===== src/rtl/wake_pkg.sv =====
package wake_pkg;
    localparam int EN_BIT   = 4;
    localparam int MODE_BIT = 8;
    localparam int DET_BIT  = 9;
    localparam int OVR_BIT  = 10;
endpackage


===== src/rtl/wake_cfg_reg.sv =====
module wake_cfg_reg
    import wake_pkg::*;
#(
    parameter int              CFG_W    = 16,
    parameter logic [CFG_W-1:0] CFG_INIT = '0
) (
    input  logic             clk,
    input  logic             por_n,
    input  logic             warm_rst,
    input  logic             wr_en,
    input  logic [CFG_W-1:0] wr_data,
    output logic [CFG_W-1:0] cfg_q
);
    localparam logic [CFG_W-1:0] KEEP_MASK = ~(CFG_W'(1) << DET_BIT);

    typedef struct packed {
        logic [CFG_W-1:0] word;
    } cfg_state_t;

    cfg_state_t st_d, st_q;

    always_comb begin
        st_d = st_q;
        if (warm_rst) begin
            st_d.word = CFG_INIT & KEEP_MASK;
        end else if (wr_en) begin
            st_d.word = wr_data & KEEP_MASK;
        end
    end

    always_ff @(posedge clk or negedge por_n) begin
        if (!por_n) st_q <= '{word: CFG_INIT & KEEP_MASK};
        else        st_q <= st_d;
    end

    assign cfg_q = st_q.word;

    // warm reset restores the initial value
    a_r9_warm_restore: assert property (@(posedge clk) disable iff (!por_n)
        warm_rst |=> (cfg_q == (CFG_INIT & KEEP_MASK)));
    // a write outside warm reset is stored
    a_r11_write_kept: assert property (@(posedge clk) disable iff (!por_n)
        (wr_en && !warm_rst) |=> (cfg_q == ($past(wr_data) & KEEP_MASK)));
endmodule


===== src/rtl/wake_link_det.sv =====
module wake_link_det (
    input  logic clk,
    input  logic por_n,
    input  logic link_chg,
    input  logic mode,
    input  logic clr_wr,
    output logic det_q
);
    typedef struct packed {
        logic det;
    } det_state_t;

    det_state_t st_d, st_q;

    always_comb begin
        st_d = st_q;
        if (clr_wr)            st_d.det = 1'b0;
        if (link_chg && mode)  st_d.det = 1'b1;
    end

    always_ff @(posedge clk or negedge por_n) begin
        if (!por_n) st_q <= '{det: 1'b0};
        else        st_q <= st_d;
    end

    assign det_q = st_q.det;

    // a qualified pulse always leaves the flag set
    a_r2_set_on_pulse: assert property (@(posedge clk) disable iff (!por_n)
        (link_chg && mode) |=> det_q);
    // the flag rises only after a qualified pulse
    a_r3_no_spurious: assert property (@(posedge clk) disable iff (!por_n)
        $rose(det_q) |-> $past(link_chg && mode));
    // a clearing write without a pulse drops the flag
    a_r4_clear: assert property (@(posedge clk) disable iff (!por_n)
        (clr_wr && !(link_chg && mode)) |=> !det_q);
endmodule


===== src/rtl/wake_pme_drv.sv =====
module wake_pme_drv (
    input  logic clk,
    input  logic por_n,
    input  logic det,
    input  logic magic_hit,
    input  logic pme_en,
    input  logic ovr,
    output logic pme_q
);
    typedef struct packed {
        logic pme;
    } pme_state_t;

    pme_state_t st_d, st_q;

    always_comb begin
        st_d     = st_q;
        st_d.pme = (magic_hit || det) && (pme_en || ovr);
    end

    always_ff @(posedge clk or negedge por_n) begin
        if (!por_n) st_q <= '{pme: 1'b0};
        else        st_q <= st_d;
    end

    assign pme_q = st_q.pme;
endmodule


===== src/rtl/lnk_wake_pme.sv =====
module lnk_wake_pme
    import wake_pkg::*;
#(
    parameter int               CFG_W    = 16,
    parameter int               BUS_W    = 32,
    parameter logic [CFG_W-1:0] CFG_INIT = '0
) (
    input  logic             clk,
    input  logic             por_n,
    input  logic             warm_rst,
    input  logic             link_chg,
    input  logic             magic_hit,
    input  logic             wr_en,
    input  logic [CFG_W-1:0] wr_data,
    output logic [BUS_W-1:0] rd_data,
    output logic             pme
);
    logic [CFG_W-1:0] cfg_q;
    logic             det_q;
    logic             clr_wr;

    assign clr_wr = wr_en && wr_data[DET_BIT];

    wake_cfg_reg #(.CFG_W(CFG_W), .CFG_INIT(CFG_INIT)) u_cfg (
        .clk(clk), .por_n(por_n), .warm_rst(warm_rst),
        .wr_en(wr_en), .wr_data(wr_data), .cfg_q(cfg_q)
    );

    wake_link_det u_det (
        .clk(clk), .por_n(por_n), .link_chg(link_chg),
        .mode(cfg_q[MODE_BIT]), .clr_wr(clr_wr), .det_q(det_q)
    );

    wake_pme_drv u_pme (
        .clk(clk), .por_n(por_n), .det(det_q), .magic_hit(magic_hit),
        .pme_en(cfg_q[EN_BIT]), .ovr(cfg_q[OVR_BIT]), .pme_q(pme)
    );

    always_comb begin
        rd_data                = '0;
        rd_data[CFG_W-1:0]     = cfg_q;
        rd_data[DET_BIT]       = det_q;
    end

    // override forces the pin on a pending wake cause
    a_r7_override: assert property (@(posedge clk) disable iff (!por_n)
        (cfg_q[OVR_BIT] && (magic_hit || det_q)) |=> pme);
    // with neither enable nor override the pin stays low
    a_r6_gated_off: assert property (@(posedge clk) disable iff (!por_n)
        !(cfg_q[EN_BIT] || cfg_q[OVR_BIT]) |=> !pme);
    // no wake cause on the previous edge means no pin
    a_r8_one_edge: assert property (@(posedge clk) disable iff (!por_n)
        !(magic_hit || det_q) |=> !pme);
    // upper read bits stay zero
    a_r10_upper_zero: assert property (@(posedge clk) disable iff (!por_n)
        rd_data[BUS_W-1:CFG_W] == '0);
endmodule


===== config.mk =====
export PLATFORM = sky130hd
export DESIGN_NAME = lnk_wake_pme
export DESIGN_NICKNAME = d
export VERILOG_FILES = /design/src/rtl/wake_pkg.sv /design/src/rtl/wake_cfg_reg.sv /design/src/rtl/wake_link_det.sv /design/src/rtl/wake_pme_drv.sv /design/src/rtl/lnk_wake_pme.sv
export SDC_FILE = /design/constraint.sdc
export NUM_CORES = 1
export LEC_CHECK = 0
export BUFFER_PORTS_ARGS = -buffer_cell sky130_fd_sc_hd__buf_4
export CORE_UTILIZATION = 41
export DETAILED_ROUTE_END_ITERATION = 8
export PLACE_DENSITY = 0.87
export RECOVER_POWER = 100
export SYNTH_ARGS = -nofsm -noshare
export SYNTH_HDL_FRONTEND = slang
export SYNTH_SLANG_ARGS = --single-unit

===== constraint.sdc =====
create_clock -name clk -period 1 [get_ports clk]
set_input_delay 0.1 -clock clk [delete_from_list [all_inputs] [get_ports clk]]
set_output_delay 0.1 -clock clk [all_outputs]
set_load 0.02 [all_outputs]

==> results.yml <==
global_routing:
  overflow: 0
  grt.total_usage_pct: 13.9
  grt_pass1_vias: 515
  grt_pass1_wl_mm: 2.13
  grt_max_degree: 18
  antenna_found_initial: 0
clock_tree:
  clk_path_buf_depth: 2
  clkTransAtPathRegs_ns: 0.09
  htree_levels: 1
  numCtsBuffers: 3
  cts_sinks: 17
  insertion_delay_ns: 0.29
  cts_root_buf: "clkbuf_4"
  cts_tree: "yes"
routing:
  top_layer_used: "met4"
  drt-initial-drc-count: 6
  met3_length_um: 99
  wl_per_cell_um: 11.1
  via_count: 605
  wl_met2_um: 869
  ant_nets: 0
  vias_per_cell: 4.42
  dr.pass1.iters: 4
  wl_met1_um: 533
  routed_wl_mm: 1.52
  drc: 0
cells_and_area:
  nFillCells: 189
  n_antenna_cell: 0
  layout-drive-gt1-share_pct: 39.1
  area_delta_synth_final_pct: 25.4
  fin_area_um2: 1060
  final_nets: 133
placement:
  placed_cell_area_um2: 1030
  place_congestion: 0.632
  hpwl_mm: 1.18
  dp_slack_ns: 0.205
  io_buffers: 38
yosys:
  yosysMostFrequentCell: "buf_4"
  async_reset_ff_share_pct: 100
  synthesis.area_um2: 842
  synth_top_area_share_pct: 50.5
  ys_warn_count: 0
  synth-seq-cells: 17
  yosysUniqueCellTypes: 11
  synth_top_area_cell: "dfrtp_1"
  synthFlopType: "dfrtp_1"
  syn_area_per_cell_um2: 11.4
  seq_area_frac_synth_pct: 50.5
  synth.cells.most_frequent: "buf_4 (20), dfrtp_1 (17), mux2i_1 (15), nor2_1 (15)"
  netlist_instances: 74
  synth_area_leaders: "dfrtp_1 (51%), buf_4 (18%), mux2i_1 (18%), nor2_1 (6.7%), buf_12 (2.4%)"
  synth_edf_count: 0
timing:
  final.setup.worst_slack_ns: 0.0406
  min_period_over_period_pct: 95.9
  fmaxAchievable_mhz: 1040
  hold_violations: 0
  fin_tns_setup_ns: 0
  setup_viol: 0
  period_needed_ns: 0.959
  maxSlewViolCount: 0
  skew_ns: 0.0000693
critical_path:
  worstPathArrival_ns: 0.86
  worstSetupStartpointType: "flop"
  r2r-start: "u_det.det_q$_DFFE_PN0P_"
  cp_max_fo: 3
  crit_start: "u_cfg.cfg_q[8]$_DFFE_PN0P_"
  crit_required_ns: 0.90
  slowest_stage: "dfrtp_1"
  worstSetupPathType: "reg2out"
  crit_path_end_kind: "output pin"
  critPathBufInv: 1
  path_cells: "buf_4"
  slowest_delay_ns: 0.41
  path_delay_family: "flip-flops"
min_path:
  hp-start: "magic_hit"
  hold_path_class: "in2reg"
floorplan:
  fp.coreArea_um2: 1940
  rows: 16
  die_area_um2: 2240
  fp.dieW_um: 47.3
  ios: 55
  die_y_um: 47.3
  start_util_pct: 43.4
power_and_ir_drop:
  leakagePower_nw: 0.617
  ir_worst_vdd_mv: 1.01
  fin_total_pwr_mw: 1.45
  powerDensity_nw_per_um2: 1370
run_status:
  status: "finished, final reports clean"
run:
  cap_violations: 0
[cell type report]
class                      instances  area (µm²)  area share [%]
multi-input combinational         49         288            27.3
clock buffer                       3        22.5            2.13
tap                               27        33.8            3.20
timing repair buffer              40         282            26.7
sequential                        17         425            40.3
clock inverter                     1        5.00           0.474
[final timing paths]
kind | cells past startpoint | to | slack, ns
worst max register to register | 2 | u_pme.pme_q$_DFF_PN0_ | 0.15
min in group asynchronous | 2 | u_cfg.cfg_q[5]$_DFFE_PN0P_ | 0.25
worst max-delay path | 1 | rd_data[8] | 0.04
max in group asynchronous | 2 | u_cfg.cfg_q[14]$_DFFE_PN0P_ | 0.45
worst min register to register | 2 | u_cfg.cfg_q[5]$_DFFE_PN0P_ | 0.52
worst min-delay path | 2 | u_pme.pme_q$_DFF_PN0_ | 0.03
[state kept, by name, indices dropped and copies added (netlist names)]
| register | count |
|---|---|
| u_cfg.cfg_q | 15 |
| u_pme.pme_q | 1 |
| u_det.det_q | 1 |
[cells by family (layout without fill, tap and decap cells)]
group	after synthesis	in the layout	share of synthesized area (%)
buf+inv	23	44	22.0
other cells	1	16	0.445
flops	17	17	50.5
simple gates	16	16	7.13
compound gates	2	2	2.08
mux	15	15	17.8
[metal layers]
layer,vias to the layer above,GRT usage (%)
met4,0,7.43
met3,2,3.85
met1,298,14.7
met2,31,24.7
met5,-,0
li1,274,-
[where the power goes]
part	internal, mW	switching (mW)	leakage (nW)
Combinational	0.142	0.196	0.375
Sequential	0.730	0.0267	0.225
Clock	0.149	0.203	0.0177
[per-stage QoR]
stage,utilization [%],instances,hold WS (ns)
2_1_floorplan,-,89,-0.196
3_3_place_gp,53.2,131,-0.0295
3_5_place_dp,53.2,131,-0.0278
4_1_cts,55.1,136,0.0319
5_1_grt,54.4,137,0.0214
6_report,54.4,137,0.0322
[placed cells by master, fill, tap and decap left out, drive strengths merged]
master,n
dfrtp,17
nand2,1
conb,16
nor2,15
a22o,1
mux2i,15
buf,33
o22a,1
clkbuf,9
clkinv,1
dlygate4sd3,1
[what timing repair did]
| item | CTS | global route |
|---|---|---|
| hold endpoints to repair | 17 | 0 |
| hold buffers | 1 | 0 |
| buffers inserted | 0 | 1 |
| resized for setup | 0 | 1 |
| setup endpoints to repair | 0 | 2 |
Power figures use the tool's default switching activity.
